`config.mk`:
```
export PLATFORM = sky130hd
export DESIGN_NAME = edid_fetch_engine
export DESIGN_NICKNAME = d
export VERILOG_FILES = /design/src/rtl/edid_fetch_pkg.sv /design/src/rtl/edid_fetch_seq.sv /design/src/rtl/edid_fetch_regs.sv /design/src/rtl/edid_fetch_engine.sv
export SDC_FILE = /design/constraint.sdc
export NUM_CORES = 1
export LEC_CHECK = 0
export BUFFER_PORTS_ARGS = -buffer_cell sky130_fd_sc_hd__buf_4
export CAP_MARGIN = 0
export CORE_MARGIN = 3
export CORE_UTILIZATION = 55
export DETAILED_ROUTE_END_ITERATION = 12
export PLACE_DENSITY_LB_ADDON = 0.12
export SYNTH_ARGS = -nofsm -noshare
export SYNTH_HDL_FRONTEND = slang
export SYNTH_SLANG_ARGS = --single-unit
```
`constraint.sdc`:
```
create_clock -name clk -period 7.5 [get_ports clk]
set_input_delay 0.375 -clock clk [delete_from_list [all_inputs] [get_ports clk]]
set_output_delay 0.375 -clock clk [all_outputs]
set_load 0.01 [all_outputs]
```
`src/rtl/edid_fetch_pkg.sv`:
```
package edid_fetch_pkg;

    // bus command op codes of the byte-level master
    typedef enum logic [1:0] {
        OP_START = 2'd0,
        OP_WRITE = 2'd1,
        OP_READ  = 2'd2,
        OP_STOP  = 2'd3
    } i2c_op_e;

    // steps of one fetch
    typedef enum logic [3:0] {
        ST_IDLE,
        ST_START_A,
        ST_SEG_DEV,
        ST_SEG_PTR,
        ST_START_B,
        ST_DEV_W,
        ST_OFFS,
        ST_START_C,
        ST_DEV_R,
        ST_READ,
        ST_STOP
    } step_e;

    // register map above the buffer window
    localparam logic [7:0] RA_CTRL     = 8'h80;
    localparam logic [7:0] RA_FLAGS    = 8'h81;
    localparam logic [7:0] RA_BLOCK    = 8'h82;
    localparam logic [7:0] RA_DATA_DEV = 8'h83;
    localparam logic [7:0] RA_SEG_DEV  = 8'h84;

    localparam int FLAG_BUSY = 0;
    localparam int FLAG_DONE = 1;
    localparam int FLAG_ERR  = 2;

endpackage

```
`src/rtl/edid_fetch_seq.sv`:
```
module edid_fetch_seq
    import edid_fetch_pkg::*;
#(
    parameter int BLK_BYTES = 128,
    localparam int IDX_W = $clog2(BLK_BYTES)
) (
    input  logic             clk,
    input  logic             rst_n,
    input  logic             go,
    input  logic [7:0]       block_num,
    input  logic [7:0]       data_dev,
    input  logic [7:0]       seg_dev,
    output logic             cmd_valid,
    input  logic             cmd_ready,
    output i2c_op_e          cmd_op,
    output logic [7:0]       cmd_data,
    output logic             cmd_nack,
    input  logic             rsp_valid,
    input  logic             rsp_nack,
    input  logic [7:0]       rsp_data,
    output logic             buf_we,
    output logic [IDX_W-1:0] buf_idx,
    output logic [7:0]       buf_wdata,
    output logic             busy,
    output logic             done,
    output logic             err
);

    localparam logic [IDX_W-1:0] LAST_IDX = IDX_W'(BLK_BYTES - 1);
    localparam logic [7:0]       ODD_OFFS = 8'(BLK_BYTES);

    typedef struct packed {
        step_e            step;
        logic             wait_rsp;
        logic [IDX_W-1:0] cnt;
        logic [6:0]       seg;
        logic             odd;
        logic             err;
        logic             done;
    } seq_s;

    seq_s seq_d, seq_q;

    always_comb begin
        seq_d      = seq_q;
        seq_d.done = 1'b0;
        buf_we     = 1'b0;
        buf_idx    = seq_q.cnt;
        buf_wdata  = rsp_data;

        if (seq_q.step == ST_IDLE) begin
            if (go) begin
                seq_d.step     = ST_START_A;
                seq_d.wait_rsp = 1'b0;
                seq_d.cnt      = '0;
                seq_d.seg      = block_num[7:1];
                seq_d.odd      = block_num[0];
                seq_d.err      = 1'b0;
            end
        end else if (!seq_q.wait_rsp) begin
            if (cmd_ready) seq_d.wait_rsp = 1'b1;
        end else if (rsp_valid) begin
            seq_d.wait_rsp = 1'b0;
            unique case (seq_q.step)
                ST_START_A: seq_d.step = (seq_q.seg != '0) ? ST_SEG_DEV : ST_DEV_W;
                ST_START_B: seq_d.step = ST_DEV_W;
                ST_START_C: seq_d.step = ST_DEV_R;
                ST_SEG_DEV: seq_d.step = ST_SEG_PTR;
                ST_SEG_PTR: seq_d.step = ST_START_B;
                ST_DEV_W:   seq_d.step = ST_OFFS;
                ST_OFFS:    seq_d.step = ST_START_C;
                ST_DEV_R:   seq_d.step = ST_READ;
                ST_READ: begin
                    buf_we = 1'b1;
                    if (seq_q.cnt == LAST_IDX) seq_d.step = ST_STOP;
                    else                       seq_d.cnt  = seq_q.cnt + 1'b1;
                end
                ST_STOP: begin
                    seq_d.step = ST_IDLE;
                    seq_d.done = 1'b1;
                end
                default: seq_d.step = ST_IDLE;
            endcase
            // a refused byte on any write step ends the transfer
            if (rsp_nack && (cmd_op == OP_WRITE)) begin
                seq_d.err  = 1'b1;
                seq_d.step = ST_STOP;
            end
        end
    end

    always_comb begin
        cmd_valid = (seq_q.step != ST_IDLE) && !seq_q.wait_rsp;
        cmd_data  = 8'h00;
        cmd_nack  = 1'b0;
        unique case (seq_q.step)
            ST_SEG_DEV: begin cmd_op = OP_WRITE; cmd_data = seg_dev;            end
            ST_SEG_PTR: begin cmd_op = OP_WRITE; cmd_data = {1'b0, seq_q.seg};  end
            ST_DEV_W:   begin cmd_op = OP_WRITE; cmd_data = data_dev;           end
            ST_OFFS:    begin cmd_op = OP_WRITE; cmd_data = seq_q.odd ? ODD_OFFS : 8'h00; end
            ST_DEV_R:   begin cmd_op = OP_WRITE; cmd_data = data_dev | 8'h01;   end
            ST_READ:    begin cmd_op = OP_READ;  cmd_nack = (seq_q.cnt == LAST_IDX); end
            ST_STOP:    cmd_op = OP_STOP;
            default:    cmd_op = OP_START;
        endcase
    end

    assign busy = (seq_q.step != ST_IDLE);
    assign done = seq_q.done;
    assign err  = seq_q.err;

    always_ff @(posedge clk or negedge rst_n) begin
        if (!rst_n) seq_q <= '0;
        else        seq_q <= seq_d;
    end

endmodule

```
`src/rtl/edid_fetch_regs.sv`:
```
module edid_fetch_regs
    import edid_fetch_pkg::*;
#(
    parameter int         BLK_BYTES    = 128,
    parameter logic [7:0] DEF_DATA_DEV = 8'hA0,
    parameter logic [7:0] DEF_SEG_DEV  = 8'h60,
    localparam int IDX_W = $clog2(BLK_BYTES)
) (
    input  logic             clk,
    input  logic             rst_n,
    input  logic             reg_we,
    input  logic [7:0]       reg_addr,
    input  logic [7:0]       reg_wdata,
    output logic [7:0]       reg_rdata,
    input  logic             seq_busy,
    input  logic             seq_done,
    input  logic             seq_err,
    input  logic             buf_we,
    input  logic [IDX_W-1:0] buf_idx,
    input  logic [7:0]       buf_wdata,
    output logic             go,
    output logic [7:0]       block_num,
    output logic [7:0]       data_dev,
    output logic [7:0]       seg_dev
);

    typedef struct packed {
        logic       ctrl;
        logic       done;
        logic       err;
        logic [7:0] block;
        logic [7:0] data_dev;
        logic [7:0] seg_dev;
    } regs_s;

    regs_s rg_d, rg_q;
    logic [7:0] blk_mem [BLK_BYTES];

    always_comb begin
        rg_d = rg_q;
        go   = 1'b0;
        if (reg_we) begin
            unique case (reg_addr)
                RA_CTRL: begin
                    rg_d.ctrl = reg_wdata[0];
                    go        = reg_wdata[0] && !seq_busy;
                end
                RA_FLAGS: begin
                    rg_d.done = rg_q.done & reg_wdata[FLAG_DONE];
                    rg_d.err  = rg_q.err  & reg_wdata[FLAG_ERR];
                end
                RA_BLOCK:    rg_d.block    = reg_wdata;
                RA_DATA_DEV: rg_d.data_dev = reg_wdata;
                RA_SEG_DEV:  rg_d.seg_dev  = reg_wdata;
                default: ;
            endcase
        end
        if (seq_done) begin
            rg_d.done = 1'b1;
            rg_d.err  = rg_d.err | seq_err;
        end
    end

    always_comb begin
        reg_rdata = 8'h00;
        if (!reg_addr[7]) begin
            if ({24'h0, reg_addr} < 32'(BLK_BYTES)) reg_rdata = blk_mem[reg_addr[IDX_W-1:0]];
        end else begin
            unique case (reg_addr)
                RA_CTRL:     reg_rdata = {7'h00, rg_q.ctrl};
                RA_FLAGS:    reg_rdata = {5'h00, rg_q.err, rg_q.done, seq_busy};
                RA_BLOCK:    reg_rdata = rg_q.block;
                RA_DATA_DEV: reg_rdata = rg_q.data_dev;
                RA_SEG_DEV:  reg_rdata = rg_q.seg_dev;
                default:     reg_rdata = 8'h00;
            endcase
        end
    end

    assign block_num = rg_q.block;
    assign data_dev  = rg_q.data_dev;
    assign seg_dev   = rg_q.seg_dev;

    always_ff @(posedge clk or negedge rst_n) begin
        if (!rst_n) begin
            rg_q          <= '0;
            rg_q.data_dev <= DEF_DATA_DEV;
            rg_q.seg_dev  <= DEF_SEG_DEV;
        end else begin
            rg_q <= rg_d;
        end
    end

    always_ff @(posedge clk) begin
        if (buf_we) blk_mem[buf_idx] <= buf_wdata;
    end

endmodule

```
`src/rtl/edid_fetch_engine.sv`:
```
module edid_fetch_engine
    import edid_fetch_pkg::*;
#(
    parameter int         BLK_BYTES    = 128,
    parameter logic [7:0] DEF_DATA_DEV = 8'hA0,
    parameter logic [7:0] DEF_SEG_DEV  = 8'h60
) (
    input  logic       clk,
    input  logic       rst_n,
    input  logic       reg_we,
    input  logic [7:0] reg_addr,
    input  logic [7:0] reg_wdata,
    output logic [7:0] reg_rdata,
    output logic       i2c_cmd_valid,
    input  logic       i2c_cmd_ready,
    output logic [1:0] i2c_cmd_op,
    output logic [7:0] i2c_cmd_data,
    output logic       i2c_cmd_nack,
    input  logic       i2c_rsp_valid,
    input  logic       i2c_rsp_nack,
    input  logic [7:0] i2c_rsp_data
);

    localparam int IDX_W = $clog2(BLK_BYTES);

    logic             seq_go;
    logic             seq_busy;
    logic             seq_done;
    logic             seq_err;
    logic [7:0]       block_num;
    logic [7:0]       data_dev;
    logic [7:0]       seg_dev;
    logic             buf_we;
    logic [IDX_W-1:0] buf_idx;
    logic [7:0]       buf_wdata;
    i2c_op_e          seq_op;

    edid_fetch_regs #(
        .BLK_BYTES   (BLK_BYTES),
        .DEF_DATA_DEV(DEF_DATA_DEV),
        .DEF_SEG_DEV (DEF_SEG_DEV)
    ) u_regs (
        .clk      (clk),
        .rst_n    (rst_n),
        .reg_we   (reg_we),
        .reg_addr (reg_addr),
        .reg_wdata(reg_wdata),
        .reg_rdata(reg_rdata),
        .seq_busy (seq_busy),
        .seq_done (seq_done),
        .seq_err  (seq_err),
        .buf_we   (buf_we),
        .buf_idx  (buf_idx),
        .buf_wdata(buf_wdata),
        .go       (seq_go),
        .block_num(block_num),
        .data_dev (data_dev),
        .seg_dev  (seg_dev)
    );

    edid_fetch_seq #(
        .BLK_BYTES(BLK_BYTES)
    ) u_seq (
        .clk      (clk),
        .rst_n    (rst_n),
        .go       (seq_go),
        .block_num(block_num),
        .data_dev (data_dev),
        .seg_dev  (seg_dev),
        .cmd_valid(i2c_cmd_valid),
        .cmd_ready(i2c_cmd_ready),
        .cmd_op   (seq_op),
        .cmd_data (i2c_cmd_data),
        .cmd_nack (i2c_cmd_nack),
        .rsp_valid(i2c_rsp_valid),
        .rsp_nack (i2c_rsp_nack),
        .rsp_data (i2c_rsp_data),
        .buf_we   (buf_we),
        .buf_idx  (buf_idx),
        .buf_wdata(buf_wdata),
        .busy     (seq_busy),
        .done     (seq_done),
        .err      (seq_err)
    );

    assign i2c_cmd_op = seq_op;

endmodule

```
==> results_tabular.tex, run 1 <==
\begin{tabular}{lr}
\hline
Metric & Value \\
\hline
\multicolumn{2}{l}{\textbf{Clock network}} \\
Maximum number of buffers from clock root to sink & 3 \\
Clock sinks & 1073 \\
Register clock-pin slew on the reported worst setup and hold paths & 0.06 ns \\
CTS Buf Count & 107 \\
Post-CTS Setup Inserts & 0 \\
Clock root buffer master & clkbuf\_16 \\
CTS tree & yes \\
Clock insertion delay at the later pin of the skew report & 0.67 ns \\
Post-CTS Resized & 0 \\
H-tree levels & 3 \\
\multicolumn{2}{l}{\textbf{STA}} \\
\# setup viols final & 0 \\
Relative slew slack & 27.7\% \\
Setup repair after global routing missed its margin & false \\
Final hold slack & 0.0403 ns \\
Clock tree skew after final layout & 0.0262 ns \\
Max-slew violation count & 0 \\
Hold Violations, Final & 0 \\
Total Negative Setup Slacks & 0 ns \\
Highest clock rate & 0.228 GHz \\
Tmin final & 4.38 ns \\
Least-Margin Pin Slew & 1.08 ns \\
Final Cycle Share & 58.4\% \\
\multicolumn{2}{l}{\textbf{Worst setup path}} \\
Critical-path cell with the highest stage delay & nor4\_1 \\
CP Launch Type & input pin \\
Slack of the worst reg-to-reg path & 3.30 ns \\
Critical setup path kind & in -> out \\
Top fanout value on the critical path & 72 \\
Required time of the critical path & 7.12 ns \\
Maximum single-stage delay on the critical path & 0.77 ns \\
Worst Path Arrival & 4.01 ns \\
Endpoint type of the worst setup path & primary output \\
Crit-path cells & buf\_8, buf\_12, mux4\_2, mux2i\_1, o22ai\_1, nor4\_1, a22oi\_1, buf\_4 \\
\multicolumn{2}{l}{\textbf{Power and ir drop}} \\
Leakage power of the design & 15.5 nW \\
Power per cell area & 263 nW/um\^{}2 \\
IR drop worst, VDD & 0.196 mV \\
Total power after layout & 12.6 mW \\
\multicolumn{2}{l}{\textbf{Cells and area}} \\
Area occupied by multi-input gates & 10300 um\^{}2 \\
Share of layout cells above drive strength 1 & 20.8\% \\
Ant. Diodes & 0 \\
Most common cell after layout, fill and taps aside & edfxtp\_1 \\
Sequential cell area & 32000 um\^{}2 \\
Number of filler cells placed in the layout & 5517 \\
Commonest non-fill, non-tap cells in the layout & edfxtp\_1 (1024), mux4\_2 (189), mux2i\_1 (177) \\
Total number of nets in the final design & 2380 \\
Area growth from synthesis to final layout & 10.7\% \\
\multicolumn{2}{l}{\textbf{Placement}} \\
Post-DP HPWL & 63800 um \\
Last weighted congestion value of the routability-driven placer & 0.842 \\
Number of buffer cells added on primary ports & 49 \\
\multicolumn{2}{l}{\textbf{Die}} \\
Die height & 286 um \\
Width of the chip & 286 um \\
Placeable core area & 77500 um\^{}2 \\
Die outline area & 81700 um\^{}2 \\
\# rows & 102 \\
Total I/O pin count & 50 \\
Initial core utilization & 55.6\% \\
\multicolumn{2}{l}{\textbf{Routing}} \\
DR WL/cell & 30.6 um \\
DRC Markers & 0 \\
Via count & 22100 \\
Total routed wirelength & 106000 um \\
Iter 0 DRT Violations & 2444 \\
Number of detailed-routing iterations run before antenna repair & 8 \\
Post-route antenna net violation count & 0 \\
Number of vias per cell & 6.38 \\
\multicolumn{2}{l}{\textbf{Logic synthesis}} \\
Gate count after technology mapping & 2270 \\
Number of warnings printed during yosys synthesis & 0 \\
Post-Syn Area & 43100 um\^{}2 \\
Area fraction in and, or, nand and nor cells after synthesis & 4.21\% \\
Compound-cell area share of the yosys netlist & 3.77\% \\
Portion of the post-synthesis area used by sequential elements & 74.2\% \\
Share of the synthesized netlist area taken by xor and xnor gates & 0.0813\% \\
Post-Synthesis Mean Instance Area & 19.0 um\^{}2 \\
Most used flip-flop cell after synthesis & edfxtp\_1 \\
\#FFs+latches synth & 1073 \\
Number of distinct library cells after synthesis & 74 \\
Share of cell area taken by muxes after synthesis & 15.6\% \\
Fraction of synthesis flops using an asynchronous set or reset pin & 4.57\% \\
Number of enable flip-flop cells after synthesis & 1024 \\
Combinational family with the most area after synthesis & multiplexers \\
Fraction of the mapped netlist area in adder cells & 0.0290\% \\
Net count after synthesis & 2301 \\
\multicolumn{2}{l}{\textbf{GRT}} \\
Antenna violations before repair & 1 \\
Vias in the first global route & 22400 \\
Maximum number of pins on one net before global-route repair & 97 \\
Global-route wire length before repair & 157000 um \\
Congestion Overflow GR & 0 \\
Total routing usage reported by global routing & 26.4\% \\
\multicolumn{2}{l}{\textbf{Status}} \\
Status & completed \\
\multicolumn{2}{l}{\textbf{Worst hold path}} \\
Hold Crit Class & in -> reg \\
\multicolumn{2}{l}{\textbf{Flow run}} \\
Number of max-cap violations & 0 \\
\hline
\end{tabular}
## cell families after synthesis
kind of cell,count (synthesis)
flip-flops,1073
multiplexers,429
AND/OR/NAND/NOR,387
AO/OA/AOI/OAI,233
buffers and inverters,143
XOR/XNOR,4
adder cells (fa/ha/maj),1
## critical path, delay by kind of cell
kind	cells	cell delay, ns
compound gates	2	0.54
buf+inv	3	1.20
mux	2	0.91
simple gates	1	0.77
## sequential cells by signal, summed over array words and instances, names as in the netlist
name and cells:
u_regs.block_num 8, u_regs.seg_dev 8, u_seq.done 1, u_regs.data_dev 8
u_regs.blk_mem 1024, u_regs.rg_q 3, u_seq.seq_q 13, u_seq.buf_idx 7
u_seq.err 1
## cells in the mapped netlist (4+ instances only)
cell type	instances	area share, %
a22oi_1	53	0.92
buf_6	15	0.39
and3_1	6	0.087
nand4_1	9	0.13
mux4_2	189	9.9
dfstp_2	4	0.24
mux2i_1	177	4.1
mux2_1	6	0.16
mux2_2	57	1.5
buf_8	7	0.24
buf_2	29	0.34
nor2_1	161	1.4
a221oi_1	10	0.20
a21oi_1	42	0.49
o21ai_1	6	0.070
clkbuf_1	53	0.46
nand2_1	71	0.62
o31ai_1	4	0.070
buf_12	4	0.19
nand2b_1	9	0.13
nor4_1	13	0.19
a222oi_1	6	0.14
buf_4	13	0.23
o211ai_1	8	0.14
nor3_1	15	0.17
o22ai_1	17	0.25
o2111ai_1	8	0.16
a31oi_1	8	0.12
inv_1	14	0.12
nor2b_1	16	0.23
and2_1	10	0.15
o21ai_0	24	0.28
buf_1	6	0.052
edfxtp_1	1024	71
dfrtp_1	45	2.6
nand3_1	52	0.60
a211oi_1	14	0.24
## timing repair
action	in CTS	in global routing
hold buffers	11	0
endpoints found under the hold margin	74	0
setup endpoints to repair	0	0
## power breakdown
group	leakage [nW]	switching, mW	internal [mW]	total [mW]
registers	9.84	0.0833	6.59	6.67
logic	4.07	0.524	0.290	0.813
clock network	1.62	2.18	2.91	5.09
total	15.5	2.78	9.79	12.6
## per-stage QoR
stage | utilization [%] | cells | setup slack, ns | cell area [um^2]
3_5_place_dp | 57.2 | 3269 | 3.21 | 44300
2_1_floorplan | - | 2270 | 4.75 | 43100
4_1_cts | 61.6 | 3468 | 3.20 | 47700
3_3_place_gp | 57.2 | 3269 | 3.23 | 44300
5_1_grt | 61.6 | 3468 | 3.01 | 47700
6_report | 61.6 | 3468 | 3.12 | 47700
## metal layers
metal	vias up	track usage [%]	part of all wire (%)
met5	-	0	0.015
met4	2	9.81	3.8
li1	9432	-	-
met3	212	4.73	7.5
met2	915	41.2	48
met1	11600	38.0	41
## layout make-up
| cell class | count | area share, % |
|---|---|---|
| repair buffers | 97 | 1.73 |
| inverters | 16 | 0.126 |
| clock buffers | 130 | 5.86 |
| multi-input cells | 1054 | 21.5 |
| well taps | 1040 | 2.73 |
| flip-flops and latches | 1073 | 67.0 |
| clock inverters | 58 | 1.05 |
## worst paths after layout
path	to	from	depth (start not counted)
min in group asynchronous	u_regs.data_dev[1]	rst_n	2
min reg2reg	u_regs.rg_q[26]	u_regs.rg_q[26]	1
max	reg_rdata[2]	reg_addr[0]	8
max in group asynchronous	u_regs.seg_dev[1]	rst_n	2
min	u_seq.seq_q[21]	i2c_rsp_valid	3
max reg2reg	u_regs.blk_mem[106][1]	u_seq.seq_q[21]	5
(Power assumes the default switching activity.)
==> run 2, diff against run 1 <==
==> constraint.sdc (replaced) <==
create_clock -name clk -period 4.1 [get_ports clk]
set_input_delay 0.205 -clock clk [delete_from_list [all_inputs] [get_ports clk]]
set_output_delay 0.205 -clock clk [all_outputs]
set_load 0.01 [all_outputs]
==> results_tabular.tex, run 2 (same netlist as run 1, synthesis figures left out) <==
\begin{tabular}{lr}
\hline
Metric & Value \\
\hline
\multicolumn{2}{l}{\textbf{Worst setup path}} \\
Slack of the worst reg-to-reg path & 0.67 ns \\
Required time of the critical path & 3.89 ns \\
Launch point of the critical path & reg\_addr[1] \\
Critical register-to-register path startpoint & u\_seq.seq\_q[21] \\
Critical-path cell with the highest stage delay & and2\_1 \\
Count of buffering cells on the critical path with inverters included & 3 \\
Endpoint type of the worst setup path & primary output \\
Maximum single-stage delay on the critical path & 1.01 ns \\
Worst Path Arrival & 3.73 ns \\
Critical setup path kind & in -> out \\
CP Launch Type & input pin \\
Top fanout value on the critical path & 44 \\
Crit-path cells & buf\_6, and2\_1, buf\_4, a22oi\_1, o21ai\_1, a211oi\_1, nor4\_1, a22oi\_1, buf\_4 \\
Cell family with the largest share of critical-path delay & simple AND/OR/NAND/NOR gates \\
\multicolumn{2}{l}{\textbf{Clock network}} \\
Clock root buffer master & clkbuf\_16 \\
Clock insertion delay at the later pin of the skew report & 0.67 ns \\
Post-CTS Setup Inserts & 0 \\
Register clock-pin slew on the reported worst setup and hold paths & 0.06 ns \\
Hold buffers post-CTS & 14 \\
H-tree levels & 3 \\
Clock sinks & 1073 \\
CTS Buf Count & 107 \\
Post-CTS Resized & 0 \\
Maximum number of buffers from clock root to sink & 3 \\
CTS tree & yes \\
\multicolumn{2}{l}{\textbf{Routing}} \\
Number of detailed-routing iterations run before antenna repair & 6 \\
Top layer reached by signal wires & met5 \\
DRC Markers & 0 \\
Via count & 22900 \\
Number of vias per cell & 6.47 \\
Routed length on met1 & 44800 um \\
Met2 Routed Length & 52300 um \\
Total routed wirelength & 110000 um \\
Post-route antenna net violation count & 0 \\
Met3 wire length & 9130 um \\
DR WL/cell & 31.2 um \\
Iter 0 DRT Violations & 2684 \\
\multicolumn{2}{l}{\textbf{STA}} \\
Final hold slack & 0.0530 ns \\
Tmin final & 3.94 ns \\
Relative slew slack & -0.757\% \\
Max-slew violation count & 19 \\
Final Cycle Share & 96.0\% \\
Least-Margin Pin Slew & 1.50 ns \\
Total Negative Setup Slacks & 0 ns \\
Hold Violations, Final & 0 \\
\# setup viols final & 0 \\
Setup repair after global routing missed its margin & false \\
Highest clock rate & 0.254 GHz \\
Final setup slack of the worst path & 0.163 ns \\
Clock tree skew after final layout & 0.0206 ns \\
\multicolumn{2}{l}{\textbf{GRT}} \\
Global-route wire length before repair & 161000 um \\
Antenna violations before repair & 2 \\
Congestion Overflow GR & 0 \\
Vias in the first global route & 22800 \\
Maximum number of pins on one net before global-route repair & 100 \\
Total routing usage reported by global routing & 27.3\% \\
\multicolumn{2}{l}{\textbf{Flow run}} \\
Number of max-cap violations & 1 \\
\multicolumn{2}{l}{\textbf{Placement}} \\
Number of buffer cells added on primary ports & 49 \\
Worst slack, placed & 0.184 ns \\
Last weighted congestion value of the routability-driven placer & 0.876 \\
Post-DP HPWL & 68100 um \\
\multicolumn{2}{l}{\textbf{Power and ir drop}} \\
Total power after layout & 23.5 mW \\
Share of power burned in combinational logic & 6.7\% \\
Switching pwr & 5.19 mW \\
Register share of total power & 51.8\% \\
Cell-internal power & 18.3 mW \\
Share of total power consumed by net switching & 22.0\% \\
Leakage power of the design & 16.0 nW \\
Clock power frac & 41.4\% \\
Power per cell area & 485 nW/um\^{}2 \\
IR drop worst, VDD & 0.344 mV \\
\multicolumn{2}{l}{\textbf{Cells and area}} \\
Most common cell after layout, fill and taps aside & edfxtp\_1 \\
Share of layout cells above drive strength 1 & 22.5\% \\
Area growth from synthesis to final layout & 12.6\% \\
Largest regs & u\_regs.blk\_mem x1024, u\_seq.seq\_q x13 \\
Number of filler cells placed in the layout & 5442 \\
Max reg flops & 1024 \\
Commonest non-fill, non-tap cells in the layout & edfxtp\_1 (1024), mux4\_2 (189), mux2i\_1 (177) \\
Largest reg by FF count & u\_regs.blk\_mem \\
Final core utilization & 62.6\% \\
Total number of nets in the final design & 2445 \\
\multicolumn{2}{l}{\textbf{Die}} \\
\# rows & 102 \\
Width of the chip & 286 um \\
Die outline area & 81700 um\^{}2 \\
Initial core utilization & 55.6\% \\
Total I/O pin count & 50 \\
Placeable core area & 77500 um\^{}2 \\
Die height & 286 um \\
\multicolumn{2}{l}{\textbf{Status}} \\
Status & complete, but fails checks \\
Violated checks & capacitance limit, slew limit \\
\multicolumn{2}{l}{\textbf{Worst hold path}} \\
Start point of the worst min-delay path & i2c\_rsp\_data[2] \\
Hold Crit Class & in -> reg \\
\hline
\end{tabular}
==> run 2: changes by cell type in the layout (fill, tap and decap cells not counted), sizes merged <==
cell         before  now
clkinvlp          3    6
buf              85  147
inv              18   17
clkinv           45   42
clkbuf          131  136
bufinv            8   13
diode             0    1
dlygate4sd3      11   14
==> run 2: path summary, 6_finish.rpt <==
check                      cells after the start               endpoint
max                                            9           reg_rdata[2]
min                                            1  u_regs.blk_mem[73][2]
max reg2reg                                    7   u_regs.blk_mem[4][0]
min reg2reg                                    1        u_regs.rg_q[26]
max in group asynchronous                      2    u_regs.block_num[0]
min in group asynchronous                      2     u_regs.data_dev[4]
==> run 2: final cells by class <==
cell class	instances	area [um^2]	share of cell area, %
inverter	16	60.1	0.124
multi-input combinational	1054	10200	21.1
clock inverter	62	641	1.32
tap	1040	1300	2.68
timing repair buffer	162	1430	2.95
antenna	1	2.50	0.00516
clock buffer	135	2850	5.87
sequential	1073	32000	65.9
==> run 2: metrics by stage <==
stage                     cell area (um^2)  std cells
after global routing                 48500       3542
after detailed placement             44900       3331
after CTS                            48500       3542
final                                48500       3543
after floorplan                      43100       2270
after global placement               44900       3331
==> run 2: power groups by stage <==
| stage | combinational, mW | sequential (mW) | clock (mW) |
|---|---|---|---|
| floorplan | 0.988 | 12.3 | 0 |
| global placement | 1.53 | 12.4 | 0 |
| detailed placement | 1.56 | 12.4 | 0 |
| CTS | 1.59 | 12.2 | 9.86 |
| global route | 1.69 | 12.2 | 10.3 |
| finish | 1.59 | 12.2 | 9.75 |
==> run 2: routing by layer <==
metal  vias up  track usage [%]
met2      1141             42.5
li1       9561                -
met5         -                0
met3       204             4.53
met1     12000             39.5
met4         2             10.2
